**src/rtl/gpio_pkg.sv**
```systemverilog
package gpio_pkg;
  localparam int DATA_W = 32;
  localparam int HALF_W = DATA_W / 2;

  typedef struct packed {
    logic              wrSetIn;
    logic              wrSetOut;
    logic [1:0]        wrOut;
    logic [DATA_W-1:0] wdata;
  } strobe_t;

  typedef enum logic [2:0] {
    RD_NONE,
    RD_INPUT,
    RD_DIR,
    RD_OUTLO,
    RD_OUTHI
  } rdsel_t;
endpackage

```
**src/rtl/gpio_ctrl.sv**
```systemverilog
module gpio_ctrl
  import gpio_pkg::*;
#(
  parameter int ADDR_W = 5
) (
  input  logic              busSel,
  input  logic              busWrite,
  input  logic [ADDR_W-1:0] busAddr,
  input  logic [DATA_W-1:0] busWdata,
  output strobe_t           strb,
  output rdsel_t            rdSel
);
  localparam int IDX_W = ADDR_W - 2;
  localparam logic [IDX_W-1:0] IDX_INPUT  = IDX_W'(0);
  localparam logic [IDX_W-1:0] IDX_SETIN  = IDX_W'(1);
  localparam logic [IDX_W-1:0] IDX_SETOUT = IDX_W'(2);
  localparam logic [IDX_W-1:0] IDX_OUTLO  = IDX_W'(3);
  localparam logic [IDX_W-1:0] IDX_OUTHI  = IDX_W'(4);

  logic [IDX_W-1:0] wordIdx;
  logic             aligned;
  logic             doWrite;
  logic             doRead;

  assign wordIdx = busAddr[ADDR_W-1:2];
  assign aligned = (busAddr[1:0] == 2'b00);
  assign doWrite = busSel && busWrite && aligned;
  assign doRead  = busSel && !busWrite && aligned;

  always_comb begin
    strb          = '0;
    strb.wdata    = busWdata;
    strb.wrSetIn  = doWrite && (wordIdx == IDX_SETIN);
    strb.wrSetOut = doWrite && (wordIdx == IDX_SETOUT);
    strb.wrOut[0] = doWrite && (wordIdx == IDX_OUTLO);
    strb.wrOut[1] = doWrite && (wordIdx == IDX_OUTHI);
  end

  always_comb begin
    rdSel = RD_NONE;
    if (doRead) begin
      unique case (wordIdx)
        IDX_INPUT:  rdSel = RD_INPUT;
        IDX_SETOUT: rdSel = RD_DIR;
        IDX_OUTLO:  rdSel = RD_OUTLO;
        IDX_OUTHI:  rdSel = RD_OUTHI;
        default:    rdSel = RD_NONE;
      endcase
    end
  end

  // at most one write strobe per access
  always_comb begin
    a_one_strobe_r10: assert ($countones({strb.wrSetIn, strb.wrSetOut, strb.wrOut}) <= 1);
  end
endmodule

```
**src/rtl/gpio_sync.sv**
```systemverilog
module gpio_sync #(
  parameter int WIDTH  = 32,
  parameter int STAGES = 2
) (
  input  logic             clk,
  input  logic             rstN,
  input  logic [WIDTH-1:0] d,
  output logic [WIDTH-1:0] q
);
  logic [STAGES-1:0] chain [WIDTH];

  for (genvar b = 0; b < WIDTH; b++) begin : g_bit
    always_ff @(posedge clk or negedge rstN) begin
      if (!rstN) chain[b] <= '0;
      else       chain[b] <= {chain[b][STAGES-2:0], d[b]};
    end
    assign q[b] = chain[b][STAGES-1];
  end

  logic [1:0] warm;
  always_ff @(posedge clk or negedge rstN) begin
    if (!rstN)              warm <= '0;
    else if (warm != 2'd3)  warm <= warm + 2'd1;
  end

  if (STAGES == 2) begin : g_chk
    p_sync_delay_r9: assert property (@(posedge clk) disable iff (!rstN)
      (warm == 2'd3) |-> (q == $past(d, 2)));
  end
endmodule

```
**src/rtl/gpio_datapath.sv**
```systemverilog
module gpio_datapath
  import gpio_pkg::*;
#(
  parameter int SYNC_STAGES = 2
) (
  input  logic              clk,
  input  logic              rstN,
  input  strobe_t           strb,
  input  rdsel_t            rdSel,
  input  logic [DATA_W-1:0] pinIn,
  output logic [DATA_W-1:0] pinOe,
  output logic [DATA_W-1:0] pinOut,
  output logic [DATA_W-1:0] rdData
);
  logic [DATA_W-1:0] dirReg;
  logic [DATA_W-1:0] outLat;
  logic [DATA_W-1:0] inSync;

  always_ff @(posedge clk or negedge rstN) begin
    if (!rstN)              dirReg <= '0;
    else if (strb.wrSetOut) dirReg <= dirReg | strb.wdata;
    else if (strb.wrSetIn)  dirReg <= dirReg & ~strb.wdata;
  end

  for (genvar h = 0; h < 2; h++) begin : g_half
    logic [HALF_W-1:0] mask;
    logic [HALF_W-1:0] val;
    assign mask = strb.wdata[DATA_W-1:HALF_W];
    assign val  = strb.wdata[HALF_W-1:0];
    always_ff @(posedge clk or negedge rstN) begin
      if (!rstN)
        outLat[h*HALF_W +: HALF_W] <= '0;
      else if (strb.wrOut[h])
        outLat[h*HALF_W +: HALF_W] <= (outLat[h*HALF_W +: HALF_W] & ~mask) | (val & mask);
    end

    p_mask_keeps_r5: assert property (@(posedge clk) disable iff (!rstN)
      strb.wrOut[h] |=> (((outLat[h*HALF_W +: HALF_W] ^ $past(outLat[h*HALF_W +: HALF_W]))
                          & ~$past(strb.wdata[DATA_W-1:HALF_W])) == '0));
    p_mask_loads_r6: assert property (@(posedge clk) disable iff (!rstN)
      strb.wrOut[h] |=> ((outLat[h*HALF_W +: HALF_W] & $past(strb.wdata[DATA_W-1:HALF_W]))
                         == ($past(strb.wdata[HALF_W-1:0]) & $past(strb.wdata[DATA_W-1:HALF_W]))));
  end

  gpio_sync #(.WIDTH(DATA_W), .STAGES(SYNC_STAGES)) u_sync (
    .clk  (clk),
    .rstN (rstN),
    .d    (pinIn),
    .q    (inSync)
  );

  assign pinOe  = dirReg;
  assign pinOut = outLat;

  always_comb begin
    unique case (rdSel)
      RD_INPUT: rdData = inSync;
      RD_DIR:   rdData = dirReg;
      RD_OUTLO: rdData = {{HALF_W{1'b0}}, outLat[HALF_W-1:0]};
      RD_OUTHI: rdData = {{HALF_W{1'b0}}, outLat[DATA_W-1:HALF_W]};
      default:  rdData = '0;
    endcase
  end

  p_setin_clears_r2: assert property (@(posedge clk) disable iff (!rstN)
    strb.wrSetIn |=> ((pinOe & $past(strb.wdata)) == '0));
  p_setin_keeps_r2: assert property (@(posedge clk) disable iff (!rstN)
    strb.wrSetIn |=> (((pinOe ^ $past(pinOe)) & ~$past(strb.wdata)) == '0));
  p_setout_sets_r3: assert property (@(posedge clk) disable iff (!rstN)
    strb.wrSetOut |=> ((pinOe & $past(strb.wdata)) == $past(strb.wdata)));
  p_idle_stable_r10: assert property (@(posedge clk) disable iff (!rstN)
    !(strb.wrSetIn || strb.wrSetOut || (|strb.wrOut)) |=> ($stable(pinOe) && $stable(pinOut)));
endmodule

```
**src/rtl/gpio_port.sv**
```systemverilog
module gpio_port
  import gpio_pkg::*;
#(
  parameter int ADDR_W      = 5,
  parameter int SYNC_STAGES = 2
) (
  input  logic              clk,
  input  logic              rstN,
  input  logic              busSel,
  input  logic              busWrite,
  input  logic [ADDR_W-1:0] busAddr,
  input  logic [DATA_W-1:0] busWdata,
  output logic [DATA_W-1:0] busRdata,
  input  logic [DATA_W-1:0] pinIn,
  output logic [DATA_W-1:0] pinOe,
  output logic [DATA_W-1:0] pinOut
);
  strobe_t strb;
  rdsel_t  rdSel;

  gpio_ctrl #(.ADDR_W(ADDR_W)) u_ctrl (
    .busSel   (busSel),
    .busWrite (busWrite),
    .busAddr  (busAddr),
    .busWdata (busWdata),
    .strb     (strb),
    .rdSel    (rdSel)
  );

  gpio_datapath #(.SYNC_STAGES(SYNC_STAGES)) u_dp (
    .clk    (clk),
    .rstN   (rstN),
    .strb   (strb),
    .rdSel  (rdSel),
    .pinIn  (pinIn),
    .pinOe  (pinOe),
    .pinOut (pinOut),
    .rdData (busRdata)
  );
endmodule

```
**config.mk**
```make
export PLATFORM = sky130hd
export DESIGN_NAME = gpio_port
export DESIGN_NICKNAME = d
export VERILOG_FILES = /design/src/rtl/gpio_pkg.sv /design/src/rtl/gpio_ctrl.sv /design/src/rtl/gpio_sync.sv /design/src/rtl/gpio_datapath.sv /design/src/rtl/gpio_port.sv
export SDC_FILE = /design/constraint.sdc
export NUM_CORES = 1
export LEC_CHECK = 0
export CORE_MARGIN = 3
export CORE_UTILIZATION = 39
export CTS_CLUSTER_SIZE = 25
export DETAILED_ROUTE_END_ITERATION = 12
export PLACE_DENSITY = 0.73
export SYNTH_ARGS = -nofsm -noshare
export SYNTH_HDL_FRONTEND = slang
export SYNTH_SLANG_ARGS = --single-unit
export TNS_END_PERCENT = 10
```
**constraint.sdc**
```tcl
create_clock -name clk -period 4.4 [get_ports clk]
set_input_delay 1.1 -clock clk [delete_from_list [all_inputs] [get_ports clk]]
set_output_delay 1.1 -clock clk [all_outputs]
set_load 0.02 [all_outputs]
```
==> insert_results.sql <==
INSERT INTO impl_metrics (metric_group, metric, value, unit) VALUES
('outcome', 'run_status', 'finished clean', ''),
('job', 'cap_violations', '0', ''),
('floorplan', 'floorplan.core_area', '13900', 'sq um'),
('yosys', 'synth.top_cells.by_area', 'sky130_fd_sc_hd__dfrtp_1 57%, sky130_fd_sc_hd__mux2i_1 8.6%, sky130_fd_sc_hd__mux2_1 5.0%', ''),
('global_routing', 'vias_in_the_first_global_route', '4797', ''),
('hold_path', 'worst_min_delay_path_category', 'reg -> reg', ''),
('setup_path', 'end_kind', 'primary output', ''),
('sta', 'grt_setup_unrepaired', 'no', ''),
('final_layout', 'num-nets-final', '703', ''),
('placed_design', 'post-dp-hpwl', '11.6', 'mm'),
('sta', 'fmax', '240', 'MHz'),
('yosys', 'yosysTopAreaCellShare', '57.3', '%'),
('final_layout', 'fillerInstances', '1162', ''),
('yosys', 'yosys_register_bits', '128', ''),
('yosys', 'seq_area_frac_synth', '57.3', '%'),
('placed_design', 'dp_slack', '0.226', 'ns'),
('global_routing', 'antenna_found_initial', '0', ''),
('floorplan', 'core.rowCount', '43', ''),
('power', 'ir_drop', '236', 'uV'),
('cts', 'cts-resized-gates', '0', ''),
('sta', 'hold_viol_final', '0', ''),
('floorplan', 'die_y', '126', 'um'),
('drt', 'dr.first_iter.drc_count', '264', ''),
('drt', 'wl_per_cell', '21.1', 'um'),
('cts', 'ctsLongestPathBuffers', '2', ''),
('yosys', 'async_flop_share', '100', '%'),
('global_routing', 'grt_total_usage', '22.0', '%'),
('sta', 'final-setup-viol-count', '0', ''),
('final_layout', 'fraction_of_layout_instances_using_a_drive_strength_above_1', '9.95', '%'),
('global_routing', 'grt_pass1_wl', '26.9', 'mm'),
('sta', 'max_slew.worst_pin.slew', '0.954', 'ns'),
('drt', 'detail_route.first_pass.iterations', '5', ''),
('drt', 'detail_route.drc_violations', '0', ''),
('setup_path', 'critical_path.most_common_cell', 'sky130_fd_sc_hd__clkdlybuf4s50_1', ''),
('power', 'power.density', '390', 'nW/um^2'),
('yosys', 'ys_warn_count', '0', ''),
('setup_path', 'timing_worst_setup_path_type', 'in -> out', ''),
('cts', 'htree_num_levels', '4', ''),
('drt', 'sum_of_routed_wire_length_over_all_layers', '17.3', 'mm'),
('setup_path', 'critical_path.max_stage_delay', '0.61', 'ns'),
('yosys', 'synth-main-ff-cell', 'sky130_fd_sc_hd__dfrtp_1', ''),
('cts', 'clock-sinks', '128', ''),
('sta', 'period_needed', '4.17', 'ns'),
('drt', 'drtAntennaViolNets', '0', ''),
('yosys', 'post_synth_num_cell_types', '27', ''),
('sta', 'clock-skew-final', '0.00469', 'ns'),
('cts', 'cts.hold.buffers_added', '0', ''),
('yosys', 'mappedNetlistNets', '542', ''),
('yosys', 'post-synth-top-area-cell', 'sky130_fd_sc_hd__dfrtp_1', ''),
('cts', 'cts_inserted_buffers', '17', ''),
('cts', 'worst_skew_pair.late_latency', '0.41', 'ns'),
('global_routing', 'grt_max_degree', '85', ''),
('setup_path', 'worst_path_max_delay_cell', 'sky130_fd_sc_hd__clkdlybuf4s50_1', ''),
('setup_path', 'cp_cell_sequence', 'clkdlybuf4s50_1 -> nor4b_4 -> nand2_1 -> buf_4 -> nor2_1 -> clkdlybuf4s50_1', ''),
('yosys', 'synthesis.area_per_instance', '11.9', 'sq um'),
('setup_path', 'path_delay_family', 'buffers and inverters', ''),
('sta', 'finalWorstSetupSlack', '0.231', 'ns'),
('floorplan', 'dieArea', '15800', 'sq um'),
('final_layout', 'insertedDiodeCount', '0', ''),
('global_routing', 'global_route.usage.met3', '6.36', '%'),
('sta', 'final_number_of_max_transition_violations', '0', ''),
('global_routing', 'met1_usage', '27.4', '%'),
('drt', 'drt-vias-per-instance', '5.59', ''),
('global_routing', 'grt_use_met2', '36.1', '%'),
('sta', 'total_negative_setup_slack', '0', 'ns'),
('sta', 'finalCritPeriodShare', '94.8', '%'),
('setup_path', 'worst_ep_required_time', '3.30', 'ns'),
('placed_design', 'placer_congestion', '0.817', ''),
('drt', 'detailroute.via_count', '4598', ''),
('power', 'power.leakage', '3.47', 'nW'),
('setup_path', 'timing.critical_path.buf_inv', '3', '');
==> layer usage <==
layer,wire length [um],up-vias
li1,-,2048
met1,7030,2326
met2,8620,200
met3,1260,24
met4,422,0
met5,0,-
==> through the flow <==
stage | utilization (%) | instance area (sq um) | power, mW | std cells
after floorplan | - | 5590 | 1.42 | 469
after global placement | 53.0 | 7390 | 1.62 | 791
after detailed placement | 53.0 | 7390 | 1.63 | 791
after CTS | 57.7 | 8040 | 3.17 | 823
after global routing | 57.7 | 8040 | 3.25 | 823
final | 57.7 | 8040 | 3.14 | 823
==> synth_stat cells, types with 13 or more instances <==
library cell	number
sky130_fd_sc_hd__a21oi_1	32
sky130_fd_sc_hd__a31oi_1	32
sky130_fd_sc_hd__and2_1	16
sky130_fd_sc_hd__buf_2	19
sky130_fd_sc_hd__clkbuf_1	13
sky130_fd_sc_hd__dfrtp_1	128
sky130_fd_sc_hd__inv_1	32
sky130_fd_sc_hd__mux2_1	25
sky130_fd_sc_hd__mux2i_1	48
sky130_fd_sc_hd__nand3_1	16
sky130_fd_sc_hd__nand4_1	16
sky130_fd_sc_hd__nor2_1	17
sky130_fd_sc_hd__o22ai_1	16
sky130_fd_sc_hd__o41ai_1	32
==> logic make-up (layout without fill, tap and decap cells) <==
logic type / after synthesis / count (layout) / synth area share [%]
and+or+nand+nor: 75 / 75 / 8.04
buffers and inverters: 74 / 248 / 6.34
AOI/OAI and AO/OA: 112 / 112 / 13.3
DFF: 128 / 128 / 57.3
muxes: 80 / 80 / 15.0
==> final cells by class <==
type / count / area, sq um / share of cell area (%)
clock inverter: 11 / 185 / 2.30
multi-input combinational: 267 / 2040 / 25.4
tap: 180 / 225 / 2.80
inverter: 32 / 120 / 1.49
clock buffer: 21 / 460 / 5.73
timing repair buffer: 184 / 1800 / 22.4
sequential: 128 / 3200 / 39.9
==> layout by cell type (no fill, tap or decap), types with 2 or more instances in the layout <==
cell / count
sky130_fd_sc_hd__clkdlybuf4s50_1: 164
sky130_fd_sc_hd__buf_2: 3
sky130_fd_sc_hd__o22ai_1: 16
sky130_fd_sc_hd__and2_1: 16
sky130_fd_sc_hd__a31oi_1: 32
sky130_fd_sc_hd__mux2_2: 7
sky130_fd_sc_hd__nor2_1: 17
sky130_fd_sc_hd__nand4_1: 16
sky130_fd_sc_hd__o41ai_1: 32
sky130_fd_sc_hd__inv_1: 32
sky130_fd_sc_hd__bufinv_16: 5
sky130_fd_sc_hd__dfrtp_1: 128
sky130_fd_sc_hd__clkbuf_8: 2
sky130_fd_sc_hd__a21oi_1: 32
sky130_fd_sc_hd__clkbuf_16: 17
sky130_fd_sc_hd__mux2i_1: 48
sky130_fd_sc_hd__mux2_1: 25
sky130_fd_sc_hd__buf_4: 15
sky130_fd_sc_hd__nand3_1: 16
sky130_fd_sc_hd__clkinvlp_4: 2
sky130_fd_sc_hd__clkinv_2: 4
sky130_fd_sc_hd__clkbuf_1: 2
==> power by group <==
part	switching (mW)	internal [mW]
registers	0.0328	1.23
logic	0.184	0.155
clock network	0.501	1.03
==> path summary, 6_finish.rpt <==
check                                       from               endpoint  slack (ns)  cells past startpoint
max                                     busWrite           busRdata[25]        0.23                      6
min                        u_dp.u_sync.chain[56]       u_dp.u_sync.q[3]        0.35                      0
max reg2reg                                 flop                   flop        3.56                      1
min reg2reg                u_dp.u_sync.chain[56]       u_dp.u_sync.q[3]        0.35                      0
max in group asynchronous                   rstN       u_dp.u_sync.q[4]        2.81                      2
min in group asynchronous                   rstN  u_dp.u_sync.chain[26]        0.75                      1
Power figures use the tool's default switching activity.
